## config.mk

```make
export PLATFORM = sky130hd
export DESIGN_NAME = wadc_top
export DESIGN_NICKNAME = d
export VERILOG_FILES = /design/src/rtl/wadc_pkg.sv /design/src/rtl/wadc_seq.sv /design/src/rtl/wadc_sync.sv /design/src/rtl/wadc_channel.sv /design/src/rtl/wadc_top.sv
export SDC_FILE = /design/constraint.sdc
export NUM_CORES = 1
export LEC_CHECK = 0
export ABC_AREA = 1
export CORE_MARGIN = 1
export CORE_UTILIZATION = 48
export DETAILED_ROUTE_END_ITERATION = 8
export GPL_ROUTABILITY_DRIVEN = 0
export PLACE_DENSITY = 0.77
export SKIP_CTS_REPAIR_TIMING = 1
export SYNTH_ARGS = -nofsm -noshare
export SYNTH_HDL_FRONTEND = slang
export SYNTH_HIERARCHICAL = 1
export SYNTH_SLANG_ARGS = --single-unit
export TNS_END_PERCENT = 50
```

## constraint.sdc

```tcl
create_clock -name clk_i -period 11.4 [get_ports clk_i]
set_input_delay 2.28 -clock clk_i [delete_from_list [all_inputs] [get_ports clk_i]]
set_output_delay 2.28 -clock clk_i [all_outputs]
set_load 0.03 [all_outputs]
```

## src/rtl/wadc_pkg.sv

```systemverilog
package wadc_pkg;

  typedef enum logic {
    WADC_IDLE = 1'b0,
    WADC_RAMP = 1'b1
  } wadc_state_e;

  function automatic logic [31:0] wadc_bin2gray(input logic [31:0] bin);
    return bin ^ (bin >> 1);
  endfunction

endpackage

```

## src/rtl/wadc_seq.sv

```systemverilog
module wadc_seq
  import wadc_pkg::*;
#(
  parameter int unsigned CNT_W = 12
) (
  input  logic             clk_i,
  input  logic             rst_ni,
  input  logic             start_i,
  output logic             clr_o,
  output logic             ramp_o,
  output logic             last_o,
  output logic             done_o,
  output logic [CNT_W-1:0] gray_o
);

  localparam logic [CNT_W-1:0] CNT_MAX = '1;

  wadc_state_e      state_q;
  logic [CNT_W-1:0] cnt_q;
  logic             done_q;

  assign clr_o  = start_i && (state_q == WADC_IDLE);
  assign ramp_o = (state_q == WADC_RAMP);
  assign last_o = ramp_o && (cnt_q == CNT_MAX);
  assign done_o = done_q;
  assign gray_o = CNT_W'(wadc_bin2gray(32'(cnt_q)));

  always_ff @(posedge clk_i or negedge rst_ni) begin
    if (!rst_ni) begin
      state_q <= WADC_IDLE;
      cnt_q   <= '0;
      done_q  <= 1'b0;
    end else begin
      done_q <= last_o;
      if (clr_o) begin
        state_q <= WADC_RAMP;
        cnt_q   <= '0;
      end else if (ramp_o) begin
        if (cnt_q == CNT_MAX) begin
          state_q <= WADC_IDLE;
          cnt_q   <= '0;
        end else begin
          cnt_q <= cnt_q + CNT_W'(1);
        end
      end
    end
  end

  assert_cnt_step_R2: assert property (@(posedge clk_i) disable iff (!rst_ni)
    (ramp_o && (cnt_q != CNT_MAX)) |=> (ramp_o && (cnt_q == $past(cnt_q) + CNT_W'(1))));

  assert_done_after_full_R6: assert property (@(posedge clk_i) disable iff (!rst_ni)
    last_o |=> (done_o && !ramp_o && (cnt_q == '0)));

  assert_done_pulse_R6: assert property (@(posedge clk_i) disable iff (!rst_ni)
    done_o |=> !done_o);

  assert_gray_step_R6: assert property (@(posedge clk_i) disable iff (!rst_ni)
    (ramp_o && $past(ramp_o)) |-> ($countones(gray_o ^ $past(gray_o)) <= 1));

endmodule

```

## src/rtl/wadc_sync.sv

```systemverilog
module wadc_sync #(
  parameter int unsigned STAGES = 2
) (
  input  logic clk_i,
  input  logic rst_ni,
  input  logic async_i,
  output logic rise_o
);

  // STAGES synchroniser flops plus one history flop for edge detection
  logic [STAGES:0] sync_q;

  always_ff @(posedge clk_i or negedge rst_ni) begin
    if (!rst_ni) sync_q <= '0;
    else         sync_q <= {sync_q[STAGES-1:0], async_i};
  end

  assign rise_o = sync_q[STAGES-1] && !sync_q[STAGES];

  assert_rise_single_R4: assert property (@(posedge clk_i) disable iff (!rst_ni)
    rise_o |=> !rise_o);

endmodule

```

## src/rtl/wadc_channel.sv

```systemverilog
module wadc_channel #(
  parameter int unsigned CNT_W = 12
) (
  input  logic             clk_i,
  input  logic             rst_ni,
  input  logic             clr_i,
  input  logic             ramp_i,
  input  logic             last_i,
  input  logic             rise_i,
  input  logic             gain_i,
  input  logic [CNT_W-1:0] gray_i,
  output logic [CNT_W-1:0] res_o,
  output logic             gain_o,
  output logic             sat_o
);

  localparam logic [CNT_W-1:0] FULL_GRAY = {1'b1, {(CNT_W-1){1'b0}}};

  logic [CNT_W-1:0] res_q;
  logic             gain_q, sat_q, fired_q;
  logic             fire;

  assign fire = ramp_i && rise_i && !fired_q;

  always_ff @(posedge clk_i or negedge rst_ni) begin
    if (!rst_ni) begin
      res_q   <= '0;
      gain_q  <= 1'b0;
      sat_q   <= 1'b0;
      fired_q <= 1'b0;
    end else if (clr_i) begin
      res_q   <= '0;
      gain_q  <= 1'b0;
      sat_q   <= 1'b0;
      fired_q <= 1'b0;
    end else if (fire) begin
      res_q   <= gray_i;
      gain_q  <= gain_i;
      fired_q <= 1'b1;
    end else if (last_i && !fired_q) begin
      res_q   <= gray_i;
      gain_q  <= gain_i;
      sat_q   <= 1'b1;
    end
  end

  assign res_o  = res_q;
  assign gain_o = gain_q;
  assign sat_o  = sat_q;

  assert_hold_after_fire_R4: assert property (@(posedge clk_i) disable iff (!rst_ni)
    (fired_q && !clr_i) |=> ($stable(res_q) && $stable(gain_q) && !sat_q));

  assert_sat_full_R5: assert property (@(posedge clk_i) disable iff (!rst_ni)
    sat_q |-> (res_q == FULL_GRAY));

  assert_clear_R8: assert property (@(posedge clk_i) disable iff (!rst_ni)
    clr_i |=> ((res_q == '0) && !sat_q && !gain_q));

endmodule

```

## src/rtl/wadc_top.sv

```systemverilog
module wadc_top #(
  parameter int unsigned N_CH   = 36,
  parameter int unsigned CNT_W  = 12,
  parameter int unsigned STAGES = 2
) (
  input  logic                  clk_i,
  input  logic                  rst_ni,
  input  logic                  start_i,
  input  logic [N_CH-1:0]       cmp_i,
  input  logic [N_CH-1:0]       gain_i,
  output logic                  ramp_o,
  output logic [N_CH*CNT_W-1:0] result_o,
  output logic [N_CH-1:0]       gain_o,
  output logic [N_CH-1:0]       sat_o,
  output logic                  done_o
);

  logic             clr_w, ramp_w, last_w;
  logic [CNT_W-1:0] gray_w;

  wadc_seq #(.CNT_W(CNT_W)) i_seq (
    .clk_i   (clk_i),
    .rst_ni  (rst_ni),
    .start_i (start_i),
    .clr_o   (clr_w),
    .ramp_o  (ramp_w),
    .last_o  (last_w),
    .done_o  (done_o),
    .gray_o  (gray_w)
  );

  assign ramp_o = ramp_w;

  for (genvar c = 0; c < N_CH; c++) begin : g_ch
    logic rise_w;

    wadc_sync #(.STAGES(STAGES)) i_sync (
      .clk_i   (clk_i),
      .rst_ni  (rst_ni),
      .async_i (cmp_i[c]),
      .rise_o  (rise_w)
    );

    wadc_channel #(.CNT_W(CNT_W)) i_chan (
      .clk_i  (clk_i),
      .rst_ni (rst_ni),
      .clr_i  (clr_w),
      .ramp_i (ramp_w),
      .last_i (last_w),
      .rise_i (rise_w),
      .gain_i (gain_i[c]),
      .gray_i (gray_w),
      .res_o  (result_o[c*CNT_W +: CNT_W]),
      .gain_o (gain_o[c]),
      .sat_o  (sat_o[c])
    );
  end

  assert_done_ramp_low_R6: assert property (@(posedge clk_i) disable iff (!rst_ni)
    done_o |-> !ramp_o);

  assert_sat_only_at_end_R5: assert property (@(posedge clk_i) disable iff (!rst_ni)
    (sat_o != $past(sat_o)) |-> (done_o || (sat_o == '0)));

endmodule

```

# Yosys cells after proc, flatten, opt, wreduce, memory -nomap -nowiden

Cells that the tools add are included.

$add $sub $neg: 1
Eq/ne operators: 37
Mux-type cells: 402
Bitwise operators: 2
Reductions and logical operators: 363

Operators with widths:

| kind                    | number |
|---|---|
| $mux W12                | 111 |
| $mux W1                 | 291 |
| $logic_and A1 B1 Y1     | 146 |
| $reduce_bool A2 Y1      | 73 |
| $reduce_bool A3 Y1      | 36 |
| $logic_not A1 Y1        | 72 |
| $ne A2 B2 Y1 const B    | 36 |
| $reduce_and A2 Y1       | 36 |
| $add A12 B1 Y12 const B | 1 |
| $eq A12 B12 Y1 const B  | 1 |
| $xor A12 B11 Y12        | 1 |
| $not A1 Y1              | 1 |

Register bits: 662
Input port bits: 75
Word-level logic and storage cells: 988

# Longest topological paths before layout

Word-level depth: 6
Depth in mapped cells: 10
Mapped depth without buffers: 9

# Cells and area by module

The synthesis kept the hierarchy.

Modules (own cells, without submodules):

| module       | times used | cells an instance | area each (um^2) |
|---|---|---|---|
| wadc_channel | 36         | 96                | 757.0 |
| wadc_sync    | 36         | 5                 | 85.1 |
| wadc_seq     | 1          | 103               | 868.3 |

# Least setup slack after synthesis

Ideal clock, no wire load.

Path kind: reg-to-reg
Start point: register i_seq.state_q, in the netlist i_seq/ramp_o
End point: register g_ch[0].i_chan.gain_q
Setup time: 0.066 ns
Arrival: 10.932 ns
Required time: 11.334 ns
Path slack: 0.403 ns
Stages on the path, launching flop included: 8
Path buffers: 1
Period minus slack after synthesis: 10.997 ns
Path through: dfrtp_1 -> inv_1 -> nor2_1 -> nand2_1 -> nand3_2 -> buf_6 -> nand2_1 -> nand2_1

Elaborated cells between the ends (all ways): 9

RTL lines:

| element                      | line               | source |
|---|---|---|
| start, declared              | wadc_seq.sv:18     | `wadc_state_e state_q;` |
| start signal, assigned       | wadc_seq.sv:30     | `state_q <= WADC_IDLE;` |
| start signal, assigned       | wadc_seq.sv:36     | `state_q <= WADC_RAMP;` |
| start signal, assigned       | wadc_seq.sv:40     | `state_q <= WADC_IDLE;` |
| $logic_and A1 B1 Y1          | wadc_seq.sv:24     | `assign last_o = ramp_o && (cnt_q == CNT_MAX);` |
| net last_w                   | wadc_top.sv:18     | `logic clr_w, ramp_w, last_w;` |
| $logic_and A1 B1 Y1          | wadc_channel.sv:40 | `end else if (last_i && !fired_q) begin` |
| $reduce_bool A3 Y1 (no line) | n/a                |  |
| end signal, assigned         | wadc_channel.sv:38 | `gain_q <= gain_i;` |
| end signal, assigned         | wadc_channel.sv:42 | `gain_q <= gain_i;` |
| end, declared                | wadc_channel.sv:20 | `logic gain_q, sat_q, fired_q;` |

The timed path passes the listed nets, and every way through them passes these cells.
A chain may end at the register's enable or synchronous reset.

# Worst setup path in the final report

Start point: input port start_i
End point: register g_ch[27].i_chan.res_q[6]

Longest elaborated chain between the ends: 2
Elaborated cells between the ends (all ways): 3

Ends and longest elaborated chain:

| element                                                  | line               | source |
|---|---|---|
| start, declared                                          | wadc_top.sv:8      | `input logic start_i,` |
| $logic_and A1 B1 Y1 *                                    | wadc_seq.sv:22     | `assign clr_o = start_i && (state_q == WADC_IDLE);` |
| net clr_w                                                | wadc_top.sv:18     |  |
| $reduce_bool A3 Y1 (no line) or $mux W12 (tied branches) | n/a                |  |
| end signal, assigned                                     | wadc_channel.sv:37 | `res_q <= gray_i;` |
| end signal, assigned                                     | wadc_channel.sv:41 | `res_q <= gray_i;` |
| end, declared                                            | wadc_channel.sv:19 | `logic [CNT_W-1:0] res_q;` |

Mark *: on every way through the listed nets, which the timed path passes. The rest lies on a longest branch.

==> impl_metrics.py <==
metrics = {
    "outcome": {
        "outcome": "completed",
    },
    "timing": {
        "timing.slew.headroom": 0.274,
        "fin_tns_setup_ns": 0,
        "min_period_over_period": 0.400,
        "worst-slew-pin-transition_ns": 1.09,
        "period_needed_ns": 4.56,
        "setup_viol_count_final": 0,
        "skew_ns": 0.0277,
        "whs_ns": 0.346,
        "grt_setup_unrepaired": "false",
        "maxSlewViolCount": 0,
        "fmax_mhz": 219,
        "hold_violations": 0,
    },
    "routing": {
        "drt_pre_antenna_iters": 6,
        "drc": 0,
        "drt-initial-drc-count": 2306,
        "drtAntennaViolNets": 0,
        "vias": 26100,
        "via_per_inst": 5.05,
        "wl_per_cell_microns": 18.1,
        "wl_microns": 93100,
    },
    "floorplanning": {
        "die_y_microns": 257,
        "die_w_microns": 257,
        "die_area_sq_mm": 0.0660,
        "fp.coreArea_sq_mm": 0.0643,
        "initial_utilization": 0.485,
        "io_pins": 581,
        "num_rows": 93,
    },
    "global_route": {
        "grt_first_pass_wirelength_microns": 143000,
        "grt_pass1_vias": 24600,
        "antenna_found_initial": 6,
        "grt_max_degree": 198,
        "track_usage": 0.278,
        "grt_overflow": 0,
    },
    "logic_synthesis": {
        "synth_top_cell_by_area": "dfrtp_1",
        "ys_seq_area_frac": 0.531,
        "syn_area_sq_mm": 0.0312,
        "syn_area_per_cell_sq_um": 8.34,
        "yosysWarnings": 6,
        "synth-seq-cells": 662,
        "synth_area_leaders": "dfrtp_1 53%, nand2_1 13%, nand3_1 8.2%, inv_1 7.0%, nor2_1 5.7%",
        "postSynthCellCount": 3739,
        "synth_nets": 3825,
        "synth_top_cell_area_share": 0.531,
        "ys_types": 25,
    },
    "pwr": {
        "leakagePower_nw": 20.0,
        "p_per_area_mw_per_mm2": 225,
        "ir_drop_uv": 173,
    },
    "finish": {
        "final_nets": 4323,
        "stdcell_count": 5154,
        "fillCellCount": 5423,
        "syn_to_final_growth_pct": 25.6,
        "drive_above_1_share": 0.0785,
    },
    "clocking": {
        "h-tree-depth": 3,
        "cts_tree": "built",
        "clkTransAtPathRegs_ns": 0.06,
        "clock_tree.root_cell": "clkbuf_16",
        "insertion_delay_ns": 0.62,
        "clockBufferDepth": 3,
        "cts_buffers": 71,
        "clock-sinks": 662,
    },
    "setup_path": {
        "reg2reg_depth": 8,
        "cp_max_fo": 181,
        "arrival_ns": 5.11,
        "cpMaxStageDelayCell": "buf_12",
        "critPathRequiredTime_ns": 11.95,
        "setup.worst_path.class": "primary input to flop",
        "end_kind": "flop",
        "crit_family": "buffers and inverters",
        "slowest_delay_ns": 0.55,
        "worstPathCellList": "clkdlybuf4s50_1, inv_1, nor2_4, buf_12, buf_12, inv_1, nand3_2, nand2_1, nand2_1",
        "cp.depth": 9,
        "cp-start-kind": "primary input",
        "path_buf_inv": 5,
    },
    "worst_hold_path": {
        "hold_path.class": "flop to flop",
        "hold_depth": 0,
    },
    "flow_run": {
        "maxCapViolations": 0,
    },
    "placement": {
        "dp_hpwl_microns": 58300,
        "place_inst": 5019,
        "io_buffers": 580,
    },
}
## cells in the final DEF (no fill, tap or decap), types with 2 or more instances in the layout
cell type,Yosys,routed
nand2_1,1044,1044
dfrtp_1,662,660
inv_1,584,584
clkdlybuf4s50_1,0,579
nand3_1,510,510
nor2_1,472,470
clkbuf_16,0,72
a21oi_1,72,72
inv_2,36,36
nand3_4,36,36
nand3_2,36,36
a21oi_4,36,36
nor2_2,36,36
clkbuf_1,0,22
buf_4,1,22
clkinv_2,0,11
clkbuf_8,0,11
ha_2,0,11
diode_2,0,5
bufinv_16,0,5
o21ai_0,5,5
buf_12,0,5
nor2_4,2,4
o21ai_1,4,4
xor2_1,4,4
clkinv_8,0,3
inv_6,0,3
clkinvlp_4,0,2
nand2_2,2,2
## cells in the mapped netlist
master	instances
nor2_1	472
o21ai_1	4
nand2_4	1
xnor2_1	1
nor2_2	36
nor2_4	2
inv_2	36
a21oi_4	36
buf_2	73
dfrtp_1	662
nand4_1	1
buf_6	108
o21ai_0	5
a21oi_1	72
nand3_4	36
nand2_1	1044
o21bai_1	1
nand3_2	36
ha_1	11
nand2_2	2
nand3_1	510
buf_4	1
xor2_1	4
inv_1	584
a21oi_2	1
## final timing paths
path	from	to	slack (ns)
max in group asynchronous	rst_ni	g_ch[3].i_chan/res_o[2]	8.10
min in group asynchronous	rst_ni	g_ch[22].i_chan/res_o[1]	1.68
hold / removal	g_ch[5].i_sync/sync_q[0]	g_ch[5].i_sync/sync_q[1]	0.35
hold reg to reg	g_ch[5].i_sync/sync_q[0]	g_ch[5].i_sync/sync_q[1]	0.35
setup reg to reg	i_seq/ramp_o	g_ch[27].i_chan/res_o[6]	7.85
setup / recovery	start_i	g_ch[27].i_chan/res_o[6]	6.84
## per-layer routing
metal / vias to the layer above / wire length [microns] / track usage
li1: 12300 / - / -
met1: 12500 / 37100 / 0.359
met2: 979 / 44700 / 0.451
met3: 208 / 7900 / 0.0725
met4: 2 / 3410 / 0.103
met5: - / 13 / 0
## stage by stage
| stage | instance area [sq um] | total power, mW | utilization | setup WS, ns |
|---|---|---|---|---|
| 2_1_floorplan | 31200 | 5.05 | - | 0.403 |
| 3_3_place_gp | 36800 | 6.41 | 0.572 | 6.41 |
| 3_5_place_dp | 36800 | 6.48 | 0.572 | 6.36 |
| 4_1_cts | 39100 | 8.84 | 0.608 | 6.83 |
| 5_1_grt | 39200 | 9.22 | 0.608 | 6.71 |
| 6_report | 39200 | 8.81 | 0.608 | 6.84 |
## flip-flops by register name, indices dropped and copies added, names as in the netlist
signal / cells
i_seq/ramp_o: 1
g_ch.i_chan/gain_o: 36
g_ch.i_chan/fired_q: 36
i_seq/done_o: 1
g_ch.i_chan/res_o: 432
g_ch.i_sync/sync_q: 108
g_ch.i_chan/sat_o: 36
i_seq/cnt_q: 12
## logic make-up after synthesis
group	share of synthesized area
XOR/XNOR	0.00140
buffers and inverters	0.126
flip-flops	0.531
AO/OA/AOI/OAI	0.0323
AND/OR/NAND/NOR	0.305
adder cells (fa/ha/maj)	0.00441
## worst register-to-register path, stage by stage (launching register included)
cell and delay [ns]:
dfrtp_4 0.69, buf_4 0.42, nor2_4 0.24, buf_12 0.55, buf_12 0.65, inv_1 0.50, nand3_2 0.28, nand2_1 0.10
nand2_1 0.06
## report_power, final
group,internal (mW),switching [mW]
combinational,1.15,2.22
sequential,2.79,0.314
clock,1.36,0.973
## area by class of cell
class                           count  area (sq um)  area share
Inverter                          620          2330      0.0594
Timing Repair Buffer              607          6080       0.155
Clock buffer                      105          2040      0.0520
Sequential cell                   662         16600       0.423
Tap cell                          855          1070      0.0273
Clock inverter                     25           315     0.00805
Antenna cell                        5          12.5    0.000320
Multi-Input combinational cell   2275         10700       0.274
Power figures use the tool's default switching activity.
